===== src/rtl/symfix_pkg.sv =====
// Shared constants and the controller state type for the symbol error applier.
// Assumes 12-bit Reed-Solomon symbols and a byte-wide buffer.
package symfix_pkg;
    localparam int SYM_W  = 12;
    localparam int BYTE_W = 8;
    localparam int PAD_W  = 2 * BYTE_W - SYM_W;

    typedef enum logic [2:0] {
        ST_IDLE,
        ST_CHECK,
        ST_RD_HI,
        ST_WR_HI,
        ST_RD_LO,
        ST_WR_LO,
        ST_FIN
    } fix_state_t;
endpackage


===== src/rtl/symfix_map.sv =====
// Combinational locator: turns one symbol position and pattern into two byte
// updates (the upper byte may be disabled) and a reject flag.
// Assumes symbols are packed MSB first, two symbols per three bytes, and that
// the spare buffer follows the data buffer in global byte numbering.
module symfix_map
    import symfix_pkg::*;
#(
    parameter int DATA_BYTES = 2048,
    parameter int LAST_POS   = 1374,
    parameter int POS_W      = 11,
    parameter int ADDR_W     = 11
) (
    input  logic [POS_W-1:0]  pos,
    input  logic [SYM_W-1:0]  pat,
    output logic              hi_en,
    output logic              hi_spare,
    output logic [ADDR_W-1:0] hi_addr,
    output logic [BYTE_W-1:0] hi_mask,
    output logic              lo_en,
    output logic              lo_spare,
    output logic [ADDR_W-1:0] lo_addr,
    output logic [BYTE_W-1:0] lo_mask,
    output logic              bad
);
    localparam int G_W = POS_W + 2;

    logic [G_W-1:0] g_base;
    logic [G_W-1:0] g_hi;
    logic [G_W-1:0] g_lo;
    logic           odd;
    logic           zero;

    // Global byte index floor(3p/2) and the two neighbouring bytes it touches.
    always_comb begin
        g_base = ({2'b00, pos} + {1'b0, pos, 1'b0}) >> 1;
        odd    = pos[0];
        zero   = (pos == '0);
        g_hi   = odd ? g_base : g_base - G_W'(1);
        g_lo   = odd ? g_base + G_W'(1) : g_base;
    end

    // Masks follow the packing: odd symbols start on a byte, even ones end on one.
    always_comb begin
        if (odd) begin
            hi_mask = pat[SYM_W-1:SYM_W-BYTE_W];
            lo_mask = {pat[SYM_W-BYTE_W-1:0], {PAD_W{1'b0}}};
        end else begin
            hi_mask = {{PAD_W{1'b0}}, pat[SYM_W-1:BYTE_W]};
            lo_mask = pat[BYTE_W-1:0];
        end
    end

    // Route each global index to the data or spare buffer.
    always_comb begin
        hi_spare = (g_hi >= G_W'(DATA_BYTES));
        lo_spare = (g_lo >= G_W'(DATA_BYTES));
        hi_addr  = ADDR_W'(hi_spare ? g_hi - G_W'(DATA_BYTES) : g_hi);
        lo_addr  = ADDR_W'(lo_spare ? g_lo - G_W'(DATA_BYTES) : g_lo);
    end

    // The first symbol has no upper byte; out-of-range or over-wide symbols reject.
    always_comb begin
        hi_en = !zero;
        lo_en = 1'b1;
        bad   = (pos > POS_W'(LAST_POS)) ||
                (zero && (pat[SYM_W-1:BYTE_W] != '0));
    end
endmodule


===== src/rtl/symfix_list.sv =====
// Correction list store: captures all entries and the clamped count on load,
// and presents the entry picked by the select index.
// Assumes load happens only while the controller is idle.
module symfix_list
    import symfix_pkg::*;
#(
    parameter int N_CORR = 4,
    parameter int POS_W  = 11,
    parameter int CNT_W  = 3
) (
    input  logic                    clk,
    input  logic                    rst_n,
    input  logic                    load,
    input  logic [CNT_W-1:0]        cnt_in,
    input  logic [N_CORR*POS_W-1:0] pos_flat,
    input  logic [N_CORR*SYM_W-1:0] pat_flat,
    input  logic [CNT_W-1:0]        sel,
    output logic [POS_W-1:0]        cur_pos,
    output logic [SYM_W-1:0]        cur_pat,
    output logic [CNT_W-1:0]        total
);
    logic [POS_W-1:0] pos_q [N_CORR];
    logic [SYM_W-1:0] pat_q [N_CORR];

    for (genvar i = 0; i < N_CORR; i++) begin : g_slot
        // Capture one list slot at the start of a run.
        always_ff @(posedge clk) begin
            if (!rst_n) begin
                pos_q[i] <= '0;
                pat_q[i] <= '0;
            end else if (load) begin
                pos_q[i] <= pos_flat[i*POS_W +: POS_W];
                pat_q[i] <= pat_flat[i*SYM_W +: SYM_W];
            end
        end
    end

    // Capture the entry count, clamped to the number of slots.
    always_ff @(posedge clk) begin
        if (!rst_n) begin
            total <= '0;
        end else if (load) begin
            total <= (cnt_in > CNT_W'(N_CORR)) ? CNT_W'(N_CORR) : cnt_in;
        end
    end

    // Present the selected slot.
    always_comb begin
        cur_pos = '0;
        cur_pat = '0;
        for (int i = 0; i < N_CORR; i++) begin
            if (sel == CNT_W'(i)) begin
                cur_pos = pos_q[i];
                cur_pat = pat_q[i];
            end
        end
    end
endmodule


===== src/rtl/symfix_fsm.sv =====
// Run controller: walks the list in order, issues read-then-write pairs for
// each byte update, stops on a rejected entry and pulses done with the outcome.
// Assumes buffer read data arrives one cycle after the read request.
module symfix_fsm
    import symfix_pkg::*;
#(
    parameter int CNT_W = 3
) (
    input  logic             clk,
    input  logic             rst_n,
    input  logic             start,
    input  logic [CNT_W-1:0] total,
    input  logic             bad,
    input  logic             hi_en,
    input  logic             lo_en,
    output logic             load,
    output logic [CNT_W-1:0] sel,
    output logic             busy,
    output logic             mem_rd,
    output logic             mem_wr,
    output logic             use_lo,
    output logic             done,
    output logic             fail,
    output logic [CNT_W-1:0] fixed_cnt
);
    fix_state_t state;

    // Sequence the run and keep the outcome registers.
    always_ff @(posedge clk) begin
        if (!rst_n) begin
            state     <= ST_IDLE;
            sel       <= '0;
            fail      <= 1'b0;
            fixed_cnt <= '0;
        end else begin
            unique case (state)
                ST_IDLE: begin
                    if (start) begin
                        sel       <= '0;
                        fail      <= 1'b0;
                        fixed_cnt <= '0;
                        state     <= ST_CHECK;
                    end
                end
                ST_CHECK: begin
                    if (sel == total) begin
                        fixed_cnt <= sel;
                        state     <= ST_FIN;
                    end else if (bad) begin
                        fail      <= 1'b1;
                        fixed_cnt <= '0;
                        state     <= ST_FIN;
                    end else if (hi_en) begin
                        state <= ST_RD_HI;
                    end else begin
                        state <= ST_RD_LO;
                    end
                end
                ST_RD_HI: state <= ST_WR_HI;
                ST_WR_HI: begin
                    if (lo_en) begin
                        state <= ST_RD_LO;
                    end else begin
                        sel   <= sel + CNT_W'(1);
                        state <= ST_CHECK;
                    end
                end
                ST_RD_LO: state <= ST_WR_LO;
                ST_WR_LO: begin
                    sel   <= sel + CNT_W'(1);
                    state <= ST_CHECK;
                end
                ST_FIN:  state <= ST_IDLE;
                default: state <= ST_IDLE;
            endcase
        end
    end

    // Decode port strobes and status from the state.
    always_comb begin
        load   = (state == ST_IDLE) && start;
        busy   = (state != ST_IDLE);
        mem_rd = (state == ST_RD_HI) || (state == ST_RD_LO);
        mem_wr = (state == ST_WR_HI) || (state == ST_WR_LO);
        use_lo = (state == ST_RD_LO) || (state == ST_WR_LO);
        done   = (state == ST_FIN);
    end
endmodule


===== src/rtl/symfix_apply.sv =====
// Top of the symbol error applier: list store, locator and controller, with the
// buffer port multiplexed between the two byte updates of the current entry.
// Assumes a buffer with one-cycle read latency and write-through on mem_wr.
module symfix_apply
    import symfix_pkg::*;
#(
    parameter int N_CORR      = 4,
    parameter int DATA_BYTES  = 2048,
    parameter int SPARE_BYTES = 64,
    parameter int LAST_POS    = 1374,
    localparam int POS_W  = $clog2(LAST_POS + 1),
    localparam int CNT_W  = $clog2(N_CORR + 1),
    localparam int ADDR_W = $clog2(DATA_BYTES)
) (
    input  logic                    clk,
    input  logic                    rst_n,
    input  logic                    start,
    input  logic [CNT_W-1:0]        corr_cnt,
    input  logic [N_CORR*POS_W-1:0] corr_pos,
    input  logic [N_CORR*SYM_W-1:0] corr_pat,
    output logic                    busy,
    output logic                    done,
    output logic                    fail,
    output logic [CNT_W-1:0]        fixed_cnt,
    output logic                    mem_rd,
    output logic                    mem_wr,
    output logic                    mem_spare,
    output logic [ADDR_W-1:0]       mem_addr,
    output logic [BYTE_W-1:0]       mem_wdata,
    input  logic [BYTE_W-1:0]       mem_rdata
);
    logic              load;
    logic [CNT_W-1:0]  sel;
    logic [CNT_W-1:0]  total;
    logic [POS_W-1:0]  cur_pos;
    logic [SYM_W-1:0]  cur_pat;
    logic              hi_en, hi_spare, lo_en, lo_spare, bad, use_lo;
    logic [ADDR_W-1:0] hi_addr, lo_addr;
    logic [BYTE_W-1:0] hi_mask, lo_mask, cur_mask;

    symfix_list #(.N_CORR(N_CORR), .POS_W(POS_W), .CNT_W(CNT_W)) u_list (
        .clk      (clk),
        .rst_n    (rst_n),
        .load     (load),
        .cnt_in   (corr_cnt),
        .pos_flat (corr_pos),
        .pat_flat (corr_pat),
        .sel      (sel),
        .cur_pos  (cur_pos),
        .cur_pat  (cur_pat),
        .total    (total)
    );

    symfix_map #(.DATA_BYTES(DATA_BYTES), .LAST_POS(LAST_POS),
                 .POS_W(POS_W), .ADDR_W(ADDR_W)) u_map (
        .pos      (cur_pos),
        .pat      (cur_pat),
        .hi_en    (hi_en),
        .hi_spare (hi_spare),
        .hi_addr  (hi_addr),
        .hi_mask  (hi_mask),
        .lo_en    (lo_en),
        .lo_spare (lo_spare),
        .lo_addr  (lo_addr),
        .lo_mask  (lo_mask),
        .bad      (bad)
    );

    symfix_fsm #(.CNT_W(CNT_W)) u_fsm (
        .clk       (clk),
        .rst_n     (rst_n),
        .start     (start),
        .total     (total),
        .bad       (bad),
        .hi_en     (hi_en),
        .lo_en     (lo_en),
        .load      (load),
        .sel       (sel),
        .busy      (busy),
        .mem_rd    (mem_rd),
        .mem_wr    (mem_wr),
        .use_lo    (use_lo),
        .done      (done),
        .fail      (fail),
        .fixed_cnt (fixed_cnt)
    );

    // Steer the buffer port to the byte update being worked on.
    always_comb begin
        mem_spare = use_lo ? lo_spare : hi_spare;
        mem_addr  = use_lo ? lo_addr  : hi_addr;
        cur_mask  = use_lo ? lo_mask  : hi_mask;
        mem_wdata = mem_rdata ^ cur_mask;
    end
endmodule


===== config.mk =====
export PLATFORM = sky130hd
export DESIGN_NAME = symfix_apply
export DESIGN_NICKNAME = d
export VERILOG_FILES = /design/src/rtl/symfix_pkg.sv /design/src/rtl/symfix_map.sv /design/src/rtl/symfix_list.sv /design/src/rtl/symfix_fsm.sv /design/src/rtl/symfix_apply.sv
export SDC_FILE = /design/constraint.sdc
export NUM_CORES = 1
export LEC_CHECK = 0
export BUFFER_PORTS_ARGS = -buffer_cell sky130_fd_sc_hd__buf_2
export CAP_MARGIN = 20
export CORE_UTILIZATION = 40
export DETAILED_ROUTE_END_ITERATION = 7
export GPL_ROUTABILITY_DRIVEN = 0
export SLEW_MARGIN = 40
export SYNTH_ARGS = -nofsm -noshare
export SYNTH_HDL_FRONTEND = slang
export SYNTH_SLANG_ARGS = --single-unit

===== constraint.sdc =====
create_clock -name clk -period 10.3 [get_ports clk]
set_input_delay 0.515 -clock clk [delete_from_list [all_inputs] [get_ports clk]]
set_output_delay 0.515 -clock clk [all_outputs]
set_load 0.02 [all_outputs]

Word-level counts from Yosys, hierarchy flattened:

Memories as Yosys holds them, arrays and structs flattened.
Cells that the tools add are included.

* input port bits: 106
* register bits after elaboration: 13
* logic and storage cells: 100
* memories kept: 2
* output and inout bits: 28
* latch bits: 0
* bits in read-only memories: 0
* memory bits (writable): 92

Memory list
* u_list.pat_q: words 4, width 12, read ports 4, clocked after Yosys merged registers in 0, write ports 4, RTL line symfix_list.sv:23 `logic [SYM_W-1:0] pat_q [N_CORR];`
* u_list.pos_q: words 4, width 11, read ports 4, clocked after Yosys merged registers in 0, write ports 4, RTL line symfix_list.sv:22 `logic [POS_W-1:0] pos_q [N_CORR];`

* reductions and logical operators: 16
* bitwise logic cells: 9
* shift operators: 0
* div/mod/pow operators: 0
* $mul: 0
* order comparisons: 4
* mux-type cells: 44
* add/subtract/negate cells: 6
* equal/unequal tests: 14

Operators by type and width (number)
* $mux 11: 11
* $mux 12: 8
* $ge 13x12->1 const B: 2
* $mux 13: 2
* $mux 3: 8
* $mux 8: 3
* $sub 11x1->11 const B: 2
* $pmux 3 s6: 1
* $add 11x12->13: 1
* $add 12x1->13 const B: 1
* $sub 12x1->13 const B: 1
* $eq 3x2->1 const B: 4
* $pmux 3 s2: 2
* $gt 11x11->1 const B: 1
* $logic_not 11->1: 1
* $eq 3x3->1 const B: 3
* $mux 1: 8
* $or 1x1->1: 8
* $xor 8x8->8: 1
* $eq 3x1->1 const B: 2
* $logic_not 3->1: 2
* $ne 2x2->1 const B: 3
* $logic_or 1x1->1: 4
* $reduce_and 4->1: 1
* other kinds (11): 13

Longest topological paths before layout:

Gate-level depths: netlist (run 1).

* depth after elaboration: 11
* mapped depth: 22
* gate-level depth less buffers: 19

Modules after synthesis:

From an unflattened synthesis (run 1), not the netlist that was laid out.

* cells, all modules: 570
* area, all modules: 6572.6 um2

By module, submodules not included
* symfix_list: area each 4279.1 um2, instances 1, cells each 298, seq. area each 2822.7 um2
* symfix_map: area each 1341.3 um2, instances 1, cells each 170, seq. area each 0.0 um2
* symfix_fsm: area each 648.1 um2, instances 1, cells each 72, seq. area each 200.2 um2
* symfix_apply: area each 304.0 um2, instances 1, cells each 30, seq. area each 0.0 um2

Worst setup path after synthesis (run 1):

No wires, ideal clock.

* path kind: flip-flop to output port
* start: register u_fsm.sel[1]
* end: output port mem_addr[10]
* slack: 4.465 ns
* path buffers: 3
* required time: 9.785 ns
* data arrival time: 5.320 ns
* stages on the path, launching flop included: 23
* cells stage by stage: dfxtp_1 > inv_1 > ha_1 > clkbuf_1 > nor2b_4 > and2_1 > clkbuf_1 > clkbuf_1 > a22oi_1 > nand2_1 > o21ai_0 > o21ai_0 > ha_1 > inv_1 > fa_1 > nand2b_2 > a21o_1 > xor2_1 > o211ai_1 > or4b_4 > or4b_1 > o31ai_1 > xor2_1

* longest elaborated chain between the ends: 11
* elaborated cells on any way between the ends: 20
* classes of those cells: add/sub: 5; order compare: 2; eq/ne: 3; mux: 9; reduce/logical: 1

Ends and longest elaborated chain
* start, declared: RTL line symfix_fsm.sv:17 `output logic [CNT_W-1:0] sel,`
* start signal, assigned: RTL line symfix_fsm.sv:64 `sel <= sel + CNT_W'(1);`
* start signal, assigned: RTL line symfix_fsm.sv:70 `sel <= sel + CNT_W'(1);`
* $logic_not 3->1: RTL line symfix_list.sv:52 `if (sel == CNT_W'(i)) begin`
* $mux 11 (3 in a row): RTL line symfix_list.sv:52
* $mux 11 *: RTL line symfix_list.sv:52
* $add 11x12->13: RTL line symfix_map.sv:35 `g_base = ({2'b00, pos} + {1'b0, pos, 1'b0}) >> 1;`
* $sub 12x1->13 or $add 12x1->13 (tied branches): RTL line symfix_map.sv:38, symfix_map.sv:39
* $mux 13 (on tied branches): RTL line symfix_map.sv:38, symfix_map.sv:39
* $sub 11x1->11 (tied with other cells): RTL line symfix_map.sv:57 `hi_addr = ADDR_W'(hi_spare ? g_hi - G_W'(DATA_BYTES) : g_hi);`
* $mux 11 (on tied branches): RTL line symfix_map.sv:57, symfix_map.sv:58
* $mux 11 *: RTL line symfix_apply.sv:91 `mem_addr = use_lo ? lo_addr : hi_addr;`
* end, declared: RTL line symfix_apply.sv:28 `output logic [ADDR_W-1:0] mem_addr,`

Every way passes the cells marked *; elsewhere a longest branch is shown, timed or not.

Worst setup path in the final report (run 1):

* start: register u_fsm.sel[1]
* end: output port mem_spare

* longest elaborated chain between the ends: 10
* elaborated cells on any way between the ends: 16
* classes of those cells: add/sub: 3; order compare: 2; eq/ne: 3; mux: 7; reduce/logical: 1

Ends and longest elaborated chain
* $logic_not 3->1: RTL line symfix_list.sv:52
* $mux 11 (3 in a row): RTL line symfix_list.sv:52
* $mux 11 *: RTL line symfix_list.sv:52
* $add 11x12->13: RTL line symfix_map.sv:35
* $sub 12x1->13 or $add 12x1->13 (tied branches): RTL line symfix_map.sv:38, symfix_map.sv:39
* $mux 13 (on tied branches): RTL line symfix_map.sv:38, symfix_map.sv:39
* $ge 13x12->1 (on tied branches): RTL line symfix_map.sv:55, symfix_map.sv:56
* $mux 1 *: RTL line symfix_apply.sv:90 `mem_spare = use_lo ? lo_spare : hi_spare;`
* end, declared: RTL line symfix_apply.sv:27 `output logic mem_spare,`

Marked as above.

==> results by group, run 1 <==
Placement
  • Placed cell area: just over 7000 um2
  • Post-DP HPWL: 11.0 mm
  • Port Buf Inserts: about 130

Worst setup path
  • Worst reg2reg path depth: 17
  • CP Class: reg2out
  • Crit Path Max Fanout: 17
  • Worst reg2reg endpoint: u_fsm.fixed_cnt[1]
  • Crit path arrival time: approximately 5.9 ns
  • CP required: 9.79 ns
  • Reg2reg setup slack: 6.34 ns
  • Crit end category: output port
  • CP Launch Type: flip-flop
  • Reg2reg start: u_fsm.sel[0]

CTS
  • Worst-path clk slew: 0.08 ns
  • TritonCTS clock tree: yes
  • H-tree levels: 3
  • Post-cts resize count: 0
  • Root Driver: clkbuf_16
  • Latest clock arrival within the worst-skew pair: 0.34 ns
  • CTS buffer count: 9
  • Clk sinks: roughly 110
  • Post-CTS repair timing setup buffer count: 0
  • Clock Path Buffers: 2
  • # hold bufs at CTS: 0

STA
  • Setup_tns: 0 ns
  • # setup viols final: 0
  • Final Cycle Share: around three fifths
  • RSZ-0062 raised after global routing: false
  • Worst-Margin Slew: around 0.76 ns
  • Max Slew Vio Count: 0
  • Final Skew: between 0.01 and 0.015 ns
  • Slew headroom: roughly half
  • Final Hold Fails: 0
  • Final Critical Period: between 6 and 7 ns
  • Max Fclk: between 150 and 200 MHz

Run status
  • Status: completed

Floorplanning
  • Die boundary width: approximately 130 um
  • Die Ht: around 130 um
  • Ports: roughly 130
  • Total core area: between 15,000 and 20,000 um2
  • Die Area: 16,400 um2
  • # rows: 45
  • Initial Util: between 40 and 50%

Worst hold path
  • Hold Path Origin: corr_pos[17]
  • Hold endpoint: u_list.pos_q[1][6]
  • Hold depth: 2
  • HP Class: in2reg

Synth
  • Cells after Synth: 613
  • Synth Area in Adders: 6.42%
  • Avg Inst Size Synth: approximately 10 um2
  • Fraction of synthesized area in multiplexers: 0.472%
  • Synth unique cells: 70
  • Number of synthesized register bits: ~110
  • Largest family of logic cells by synthesized area: simple AND/OR/NAND/NOR gates
  • Post-Syn Area: 6360 um2
  • Top_reg_cell synth: edfxtp_1
  • Xor and xnor area share after synthesis: between 3 and 4%
  • Number of synthesized flops with an enable pin: 92
  • Simple-Gate Fraction of Synth Area: approximately a fifth
  • Compound-Gate Fraction of Synth Area: approximately 17%
  • Warnings, synthesis: 0
  • Ys async rst share: 0%
  • Seq/Total Area, Yosys: between 40% and 50%
  • Net Count, Synth: between 700 and 800

Route
  • DR WL/cell: between 15 and 20 um
  • Initial DRC count: approximately 300
  • WL final: 14.6 mm
  • DRC: 0
  • Routed vias: 4,863
  • Antenna Nets Post-Route: 0
  • Initial DRT Pass Iterations: 5
  • Vias per Instance: roughly 5.2

Final layout
  • Nets: 865
  • Area grow syn2layout: 17.9%
  • Ant diodes: 0
  • Share of layout cells above drive strength 1: approximately a quarter
  • Final instance area: roughly 7500 um2

Pwr
  • PD cells: slightly above 200 nW/um2
  • Peak supply drop: just under 100 uV
  • Leak Pwr: approximately 3.2 nW

GRT
  • Total gr overflow: 0
  • Initial antenna violation count: 0
  • Pin count of the biggest net entering global routing: 93
  • First-pass GRT wire length: ~23 mm
  • Vias in the first global route: roughly 4.7k
  • Tot GR Track Use: ~18%

Run
  • # Max-Cap Violations: 0
==> flip-flops by register name, summed over array words and instances (netlist names) <==
signal and flops:
u_fsm.fail 1, u_fsm.fixed_cnt 3, u_fsm.sel 3, u_fsm.state 3, u_list.pat_q 48, u_list.pos_q 44, u_list.total 3
==> synthesized netlist by cell type, types with 9 or more instances <==
cell	instances	share of area, %
nor3_1	10	0.79
and2_1	93	9.2
ha_1	31	6.1
xnor2_1	13	1.8
nand3_1	12	0.94
o21ai_0	14	1.1
nand2_1	20	1.2
o22ai_1	9	0.89
inv_1	31	1.8
nor2_1	41	2.4
xor2_1	12	1.7
a22oi_1	24	2.8
a21oi_1	35	2.8
dfxtp_1	13	4.1
clkbuf_1	29	1.7
a21o_1	13	1.5
edfxtp_1	92	43
a211oi_1	23	2.7
==> cells in the final DEF, fill, tap and decap left out, types with 6 or more instances in the layout <==
cell       netlist  layout
nand2b_1         7       7
o21ai_0         14      14
inv_1           31      30
a211oi_1        23      23
nand2_1         20      19
o22ai_1          9       9
a21oi_1         35      35
dfxtp_1         13      13
nand3_1         12      12
ha_1            31      31
nor3_1          10      10
a22oi_1         24      24
xor2_1          12      12
and2_1          93      93
a21o_1          13      13
nor2b_1          7       6
buf_2            0     133
clkbuf_16        0       9
nor4_1           7       7
xnor2_1         13      13
nor2_1          41      40
edfxtp_1        92      92
==> where the power goes <==
group	total, W	switching [W]	leakage (nW)	internal (W)
Sequential	0.000567	0.0000248	1.09	0.000542
Clock	0.000374	0.000158	0.157	0.000216
Combinational	0.000572	0.000362	1.92	0.000209
==> cell families (layout without fill, tap and decap cells) <==
| family | Yosys count | in the layout |
|---|---|---|
| compound gates | 153 | 153 |
| mux | 3 | 3 |
| buf+inv | 67 | 186 |
| simple gates | 226 | 226 |
| xor+xnor | 27 | 27 |
| flops | 105 | 105 |
| fa+ha+maj | 32 | 32 |
==> metrics by stage <==
step                worst slack, ns  instances  utilization [%]  hold WS, ns  total power [W]
floorplan                      4.46        613                -        0.479         0.000992
finish                         3.93        943             48.8        0.446          0.00151
global placement               4.39        927             46.6        0.475          0.00114
global route                   3.51        943             48.8        0.443          0.00160
CTS                            3.90        943             48.7        0.434          0.00152
detailed placement             4.33        927             46.6        0.482          0.00115
==> layer usage <==
layer	routed length, um	vias up	GRT usage (%)
li1	-	2456	-
met1	6680	2244	23.7
met2	6910	139	30.7
met3	736	24	3.13
met4	320	0	6.37
met5	0	-	0
==> area by class of cell <==
cell class                 instances  area, um2
timing repair buffer             138        709
fill                            1464       7880
inverter                          32        121
tap                              211        264
sequential                       105       3020
clock inverter                     7        103
clock buffer                       9        225
multi-input combinational        441       3050
==> critical path, stage by stage (launching register included) <==
cell       delay [ns]
dfxtp_1          0.43
inv_1            0.10
ha_1             0.31
nor2b_4          0.22
and2_1           0.15
buf_4            0.23
a22oi_1          0.12
nand2_1          0.07
o21ai_0          0.08
o21ai_0          0.48
ha_1             0.29
inv_1            0.07
fa_1             0.39
nand2b_2         0.26
a2111oi_0        0.42
mux2i_1          0.15
a2111oi_1        0.76
o21ai_2          0.18
nor3_1           0.32
a41o_1           0.23
o22ai_1          0.07
buf_2            0.18
==> worst max-delay path by stage <==
stage                       startpoint            to  slack [ns]  cells past startpoint
after detailed placement  u_fsm.sel[1]     mem_spare        4.33                     21
after global routing      u_fsm.sel[1]     mem_spare        3.51                     21
after floorplan           u_fsm.sel[1]  mem_addr[10]        4.46                     22
after global placement    u_fsm.sel[0]  mem_addr[10]        4.39                     18
final                     u_fsm.sel[1]     mem_spare        3.93                     21
after CTS                 u_fsm.sel[1]     mem_spare        3.90                     21
(Power assumes the default switching activity.)
==> inputs of run 2 (changes only) <==
==> constraint.sdc (replaced) <==
create_clock -name clk -period 5.51 [get_ports clk]
set_input_delay 0.2755 -clock clk [delete_from_list [all_inputs] [get_ports clk]]
set_output_delay 0.2755 -clock clk [all_outputs]
set_load 0.02 [all_outputs]
==> run 2 against run 1 <==
Against the previous run: via count grew 2.6%; count of clock-buffer cells in the layout grew 1; critical endpoint is now mem_addr[10]; register-to-register slack worse by 4.6 ns; largest power group unchanged; critical path depth shrank 3; cell count rose by 1.8%; first-iteration DRC count is 30% higher; flip-flop and latch count did not move; wire length up 2.5%; sequential power grew 87%; non-clock buffer count rose by 17.
==> results by group, run 2 (synthesis results as in run 1) <==
Final layout
  • Share of layout cells above drive strength 1: 27.2% (+3.3 points)
  • Max FFs per register: 48 (unchanged)
  • Largest registers: u_list.pat_q: 48 flops, u_list.pos_q: 44 flops
  • Fin cells: 960 (+1.8%)
  • Fin util: 49.8% (+1.1 points)
  • Commonest non-fill, non-tap cell in the layout: buf_2
  • Multi-input gate area: 3130 um2 (+2.5%)
  • Most frequent cells in the layout: buf_2, and2_1, edfxtp_1
  • Nets: 882 (+2.0%)
  • Final instance area: 7660 um2 (+2.2%)
  • Filler cells: 1,440 (-1.6%)
  • Area grow syn2layout: 20.5%
  • Most flops, register: u_list.pat_q
  • Ant diodes: 0 (unchanged)
  • Storage element area: 3030 um2 (about the same)

STA
  • Final Critical Period: roughly 5.3 ns
  • Final WS setup: 0.228 ns (-3.70 ns)
  • # setup viols final: 0 (unchanged)
  • Setup_tns: 0 ns (unchanged)
  • Worst-Margin Slew: 0.632 ns (-0.128 ns)
  • Final Cycle Share: around 96%
  • Final Hold Fails: 0 (unchanged)
  • Final Skew: 0.00388 ns (-0.00819 ns)
  • Max Slew Vio Count: 0 (unchanged)
  • Max Fclk: around 190 MHz
  • Slew headroom: 57.8% (+8.7 points)

CTS
  • Clk sinks: 105 (unchanged)
  • Worst-path clk slew: 0.07 ns (about the same)
  • Latest clock arrival within the worst-skew pair: 0.34 ns (about the same)
  • Clock Path Buffers: 2 (unchanged)
  • H-tree levels: 3 (unchanged)
  • CTS buffer count: 9 (unchanged)
  • # hold bufs at CTS: 0 (unchanged)
  • TritonCTS clock tree: yes
  • Root Driver: clkbuf_16

GRT
  • Total gr overflow: 0 (unchanged)
  • Initial antenna violation count: 0 (unchanged)
  • Tot GR Track Use: 18.9% (+0.64 points)
  • First-pass GRT wire length: 24.0 mm (+4.0%)
  • Pin count of the biggest net entering global routing: 93 (unchanged)
  • Vias in the first global route: 4,826 (+2.6%)

Floorplanning
  • Ports: 134 (unchanged)
  • Total core area: 15,400 um2 (unchanged)
  • Die boundary width: 128 um (unchanged)
  • Initial Util: 41.4% (unchanged)
  • # rows: 45 (unchanged)
  • Die Area: 16,400 um2 (unchanged)
  • Die Ht: 128 um (unchanged)

Placement
  • Post-placement setup slack: 0.211 ns (-4.12 ns)
  • Post-DP HPWL: 11.2 mm (+2.0%)
  • Placed Instances: 937 (+1.1%)
  • Port Buf Inserts: 133 (unchanged)
  • Placed cell area: 7240 um2 (+1.0%)

Worst setup path
  • CP Class: reg2out
  • Slowest stage cell, crit path: or4b_4
  • CP cell instances: inv_1 -> ha_1 -> nor2b_4 -> and2_4 -> buf_6 -> a22oi_1 -> a211oi_1 -> a21o_1 -> ha_2 -> or3b_4 -> a21oi_4 -> nor2_4 -> xnor2_2 -> or4b_4 -> or4b_1 -> o31ai_1 -> xor2_1 -> buf_2
  • Crit end category: output port
  • CP required: 5.23 ns (-4.56 ns)
  • CP Launch Type: flip-flop
  • Crit path arrival time: 5.01 ns (-0.85 ns)
  • Critical path's largest stage delay: 0.56 ns (-0.20 ns)
  • Crit Path Max Fanout: 13 (-4)

Route
  • WL final: 15.0 mm (+2.5%)
  • Routed vias: 4,989 (+2.6%)
  • Antenna Nets Post-Route: 0 (unchanged)
  • DRC: 0 (unchanged)
  • Initial DRT Pass Iterations: 5 (unchanged)
  • Vias per Instance: 5.20 (+0.77%)
  • DR WL/cell: 15.6 um (+0.65%)
  • Initial DRC count: 386 (+30%)

Pwr
  • Leak Pwr: 3.26 nW (+2.6%)
  • PD cells: 366 nW/um2 (+82%)
  • Peak supply drop: 157 uV (+61%)

Run
  • # Max-Cap Violations: 0 (unchanged)

Worst hold path
  • HP Class: in2reg

Run status
  • Status: completed
run 2: cell types whose count changed in the layout (fill, tap and decap cells not counted), sizes merged:
| cell | delta |
|---|---|
| buf | +18 |
| bufinv | -2 |
| clkinv | +1 |
run 2: cell type report:
cell class	count	area share [%]
clock inverter	6	0.686
clock buffer	10	2.99
timing repair buffer	155	10.9
sequential	105	39.5
inverter	32	1.63
multi-input combinational	441	40.8
tap	211	3.45
run 2: where the power goes:
group | switching [W] | internal [W]
Combinational | 0.000705 | 0.000436
Sequential | 0.0000479 | 0.00101
Clock | 0.000291 | 0.000314
run 2: routing by layer:
metal  track usage (%)  share of wire, %  routed length (um)  vias to the layer above
met5                 0                 0                   0                        -
met4              6.02               1.7                 251                        0
met3              2.96               4.3                 645                       21
met2              31.1                47                7130                      141
met1              25.6                47                6990                     2341
li1                  -                 -                   -                     2486
run 2: critical path: cells and delay by family (launching register included):
family | cells | cell delay [ns]
DFF | 1 | 0.38
and+or+nand+nor | 6 | 2.04
adders and majority gates | 2 | 0.59
AOI/OAI and AO/OA | 5 | 0.87
buffers and inverters | 3 | 0.42
xor gates and xnor gates | 2 | 0.34
run 2: worst paths after layout:
check | from | endpoint | slack (ns) | cells past startpoint
setup / recovery | u_fsm.sel[1] | mem_addr[10] | 0.23 | 18
hold / removal | corr_pat[15] | u_list.pat_q[1][3] | 0.20 | 2
setup reg to reg | u_fsm.sel[1] | u_fsm.fixed_cnt[1] | 1.77 | 19
hold reg to reg | u_fsm.fixed_cnt[0] | u_fsm.fixed_cnt[0] | 0.49 | 1
run 2: repair_timing:
action	4_1_cts	5_1_grt
pin swaps	0	0
setup buffers	0	7
resized for setup	6	16
endpoints found under the hold margin	0	0
endpoints found under the setup margin	2	6
run 2: per-stage QoR:
| stage | power (W) | hold WS [ns] |
|---|---|---|
| final | 0.00281 | 0.204 |
| after global routing | 0.00297 | 0.199 |
| after CTS | 0.00278 | 0.187 |
| after detailed placement | 0.00216 | 0.483 |
| after global placement | 0.00215 | 0.483 |
| after floorplan | 0.00185 | 0.419 |
==> inputs of run 3 (changes only) <==
--- a/config.mk
+++ b/config.mk
@@ -5,10 +5,10 @@
 export SDC_FILE = /design/constraint.sdc
 export NUM_CORES = 1
 export LEC_CHECK = 0
-export BUFFER_PORTS_ARGS = -buffer_cell sky130_fd_sc_hd__buf_2
 export CAP_MARGIN = 20
 export CORE_UTILIZATION = 40
 export DETAILED_ROUTE_END_ITERATION = 7
+export DONT_BUFFER_PORTS = 1
 export GPL_ROUTABILITY_DRIVEN = 0
 export SLEW_MARGIN = 40
 export SYNTH_ARGS = -nofsm -noshare
==> run 3 against run 2 <==
Against the previous run: setup slack got worse by 0.026 ns; cell count decreased by 13%; wire length decreased by 1.4%; sequential share of layout area increased by 3.4 points; fmax decreased by 0.50%; largest power group unchanged; highest routed layer is now met5.
==> results by group, run 3 (synthesis results as in run 1) <==
Run status
  • Status: completed

Final layout
  • Most frequent cells in the layout: and2_1, edfxtp_1, nor2_1
  • Fin cells: 838 (-13%)
  • Most flops, register: u_list.pat_q
  • Share of layout cells above drive strength 1: 12.6% (-15 points)
  • Max FFs per register: 48 (unchanged)
  • Ant diodes: 0 (unchanged)
  • Area grow syn2layout: 10.9%
  • Largest registers: u_list.pat_q: 48 flops, u_list.pos_q: 44 flops
  • Nets: 761 (-14%)

CTS
  • Worst-path clk slew: 0.07 ns (about the same)
  • Root Driver: clkbuf_16
  • # hold bufs at CTS: 0 (unchanged)
  • H-tree levels: 3 (unchanged)
  • Latest clock arrival within the worst-skew pair: 0.34 ns (about the same)
  • TritonCTS clock tree: yes
  • CTS buffer count: 9 (unchanged)
  • Clock Path Buffers: 2 (unchanged)
  • Clk sinks: 105 (unchanged)

STA
  • Final Hold Fails: 0 (unchanged)
  • Final Skew: 0.00681 ns (+0.00293 ns)
  • # setup viols final: 0 (unchanged)
  • Setup_tns: 0 ns (unchanged)
  • Max Fclk: 188 MHz (-0.50%)
  • Final Cycle Share: 96.3% (+0.48 points)
  • Worst-Margin Slew: 0.700 ns (+0.0681 ns)
  • Slew headroom: 52.8% (-5.0 points)
  • Final Critical Period: 5.31 ns (+0.0265 ns)
  • Worst hold margin: 0.0911 ns (-0.113 ns)
  • Max Slew Vio Count: 0 (unchanged)

Worst setup path
  • Worst path most repeated cell: buf_4
  • CP cell instances: inv_1 -> ha_1 -> buf_4 -> nor2b_1 -> buf_6 -> a22oi_1 -> nand2_1 -> o21ai_0 -> o21ai_2 -> ha_1 -> inv_1 -> fa_1 -> nand2b_2 -> a2111oi_1 -> mux2i_1 -> a2111oi_1 -> buf_4 -> o21ai_2 -> nor3_1 -> a41o_1 -> o22ai_1 -> buf_4
  • CP required: 5.23 ns (about the same)
  • Crit end category: output port
  • CP Class: reg2out
  • Crit path arrival time: 5.03 ns (+0.02 ns)
  • Slowest stage cell, crit path: a2111oi_1
  • Crit Path Max Fanout: 8 (-5)
  • Critical path's largest stage delay: 0.53 ns (-0.03 ns)
  • CP Launch Type: flip-flop

Pwr
  • PD cells: 393 nW/um2 (+7.3%)
  • Comb pwr share: 38.9% (-1.8 points)
  • Clock Power Share: 22.8% (+1.3 points)
  • Sequential power share: 38.3% (+0.5 points)
  • Internal: 0.00176 W (about the same)
  • Peak supply drop: 155 uV (-1.1%)
  • Sw frac: 36.4% (-0.80 points)
  • Leak Pwr: 2.77 nW (-15%)
  • Sw power: 0.00101 W (-3.4%)

Floorplanning
  • Die boundary width: 128 um (unchanged)
  • Initial Util: 41.4% (unchanged)
  • Die Ht: 128 um (unchanged)
  • # rows: 45 (unchanged)
  • Total core area: 15,400 um2 (unchanged)
  • Ports: 134 (unchanged)
  • Die Area: 16,400 um2 (unchanged)

GRT
  • Initial antenna violation count: 1 (+1)
  • Pin count of the biggest net entering global routing: 93 (unchanged)
  • First-pass GRT wire length: 22.9 mm (-4.7%)
  • Total gr overflow: 0 (unchanged)
  • Vias in the first global route: 4,398 (-8.9%)
  • Tot GR Track Use: 18.3% (-0.54 points)

Placement
  • Port Buf Inserts: 0 (-100%)
  • Placed Instances: 812 (-13%)
  • Post-DP HPWL: 11.1 mm (-1.5%)

Route
  • Routed vias: 4,598 (-7.8%)
  • Vias per Instance: 5.49 (+5.6%)
  • Initial DRC count: 325 (-16%)
  • Antenna Nets Post-Route: 0 (unchanged)
  • DR WL/cell: 17.7 um (+13%)
  • Initial DRT Pass Iterations: 5 (unchanged)
  • DRC: 0 (unchanged)
  • WL final: 14.8 mm (-1.4%)

Run
  • # Max-Cap Violations: 0 (unchanged)

Worst hold path
  • HP Class: in2reg
run 3: layout make-up:
class,count,area (um2)
fillers,1446,8320
multi-input cells,441,3080
flip-flops and latches,105,3030
repair buffers,34,267
well taps,211,264
clock buffers,9,225
inverters,32,125
clock inverters,6,66.3
run 3: path summary, 6_finish.rpt:
check / from / to / slack [ns] / cells past startpoint
setup / recovery: u_fsm.sel[1] / mem_spare / 0.20 / 22
hold / removal: corr_cnt[2] / u_list.total[2] / 0.09 / 2
hold reg to reg: u_fsm.sel[0] / u_fsm.sel[0] / 0.53 / 2
setup reg to reg: u_fsm.sel[1] / u_fsm.fixed_cnt[1] / 1.74 / 19
run 3: critical path: cells and delay by family (launching register included):
kind                     cells  cell delay (ns)
adder cells (fa/ha/maj)      3             0.85
flip-flops                   1             0.36
buffers and inverters        6             0.86
multiplexers                 1             0.15
AND/OR/NAND/NOR              4             0.77
AO/OA/AOI/OAI                8             1.69
run 3: power groups by stage:
stage          Sequential (W)  Combinational [W]  Clock, W
3_3_place_gp          0.00108            0.00103         0
6_report              0.00106            0.00108  0.000632
4_1_cts               0.00106            0.00105  0.000644
5_1_grt               0.00107            0.00118  0.000675
2_1_floorplan         0.00106           0.000796         0
3_5_place_dp          0.00108            0.00104         0
run 3: per-stage QoR:
stage	utilization (%)	setup slack, ns	area [um2]	total power, W
6_report	45.9	0.202	7050	0.00277
5_1_grt	45.9	-0.0365	7050	0.00292
4_1_cts	45.1	0.0604	6930	0.00276
3_5_place_dp	43.1	0.385	6630	0.00212
3_3_place_gp	43.1	0.566	6630	0.00211
2_1_floorplan	-	0.0409	6360	0.00185
run 3: what timing repair did:
action | 4_1_cts | 5_1_grt
hold endpoints to repair | 0 | 0
gates resized for setup | 2 | 12
pin swaps | 0 | 2
buffers inserted | 0 | 11
setup endpoints to repair | 1 | 4
run 3: routing by layer:
metal / part of all wire, % / global-route usage, %
met1: 43 / 23.5
met4: 1.7 / 6.30
met5: 0.068 / 0
met2: 50 / 31.3
met3: 5.2 / 3.13
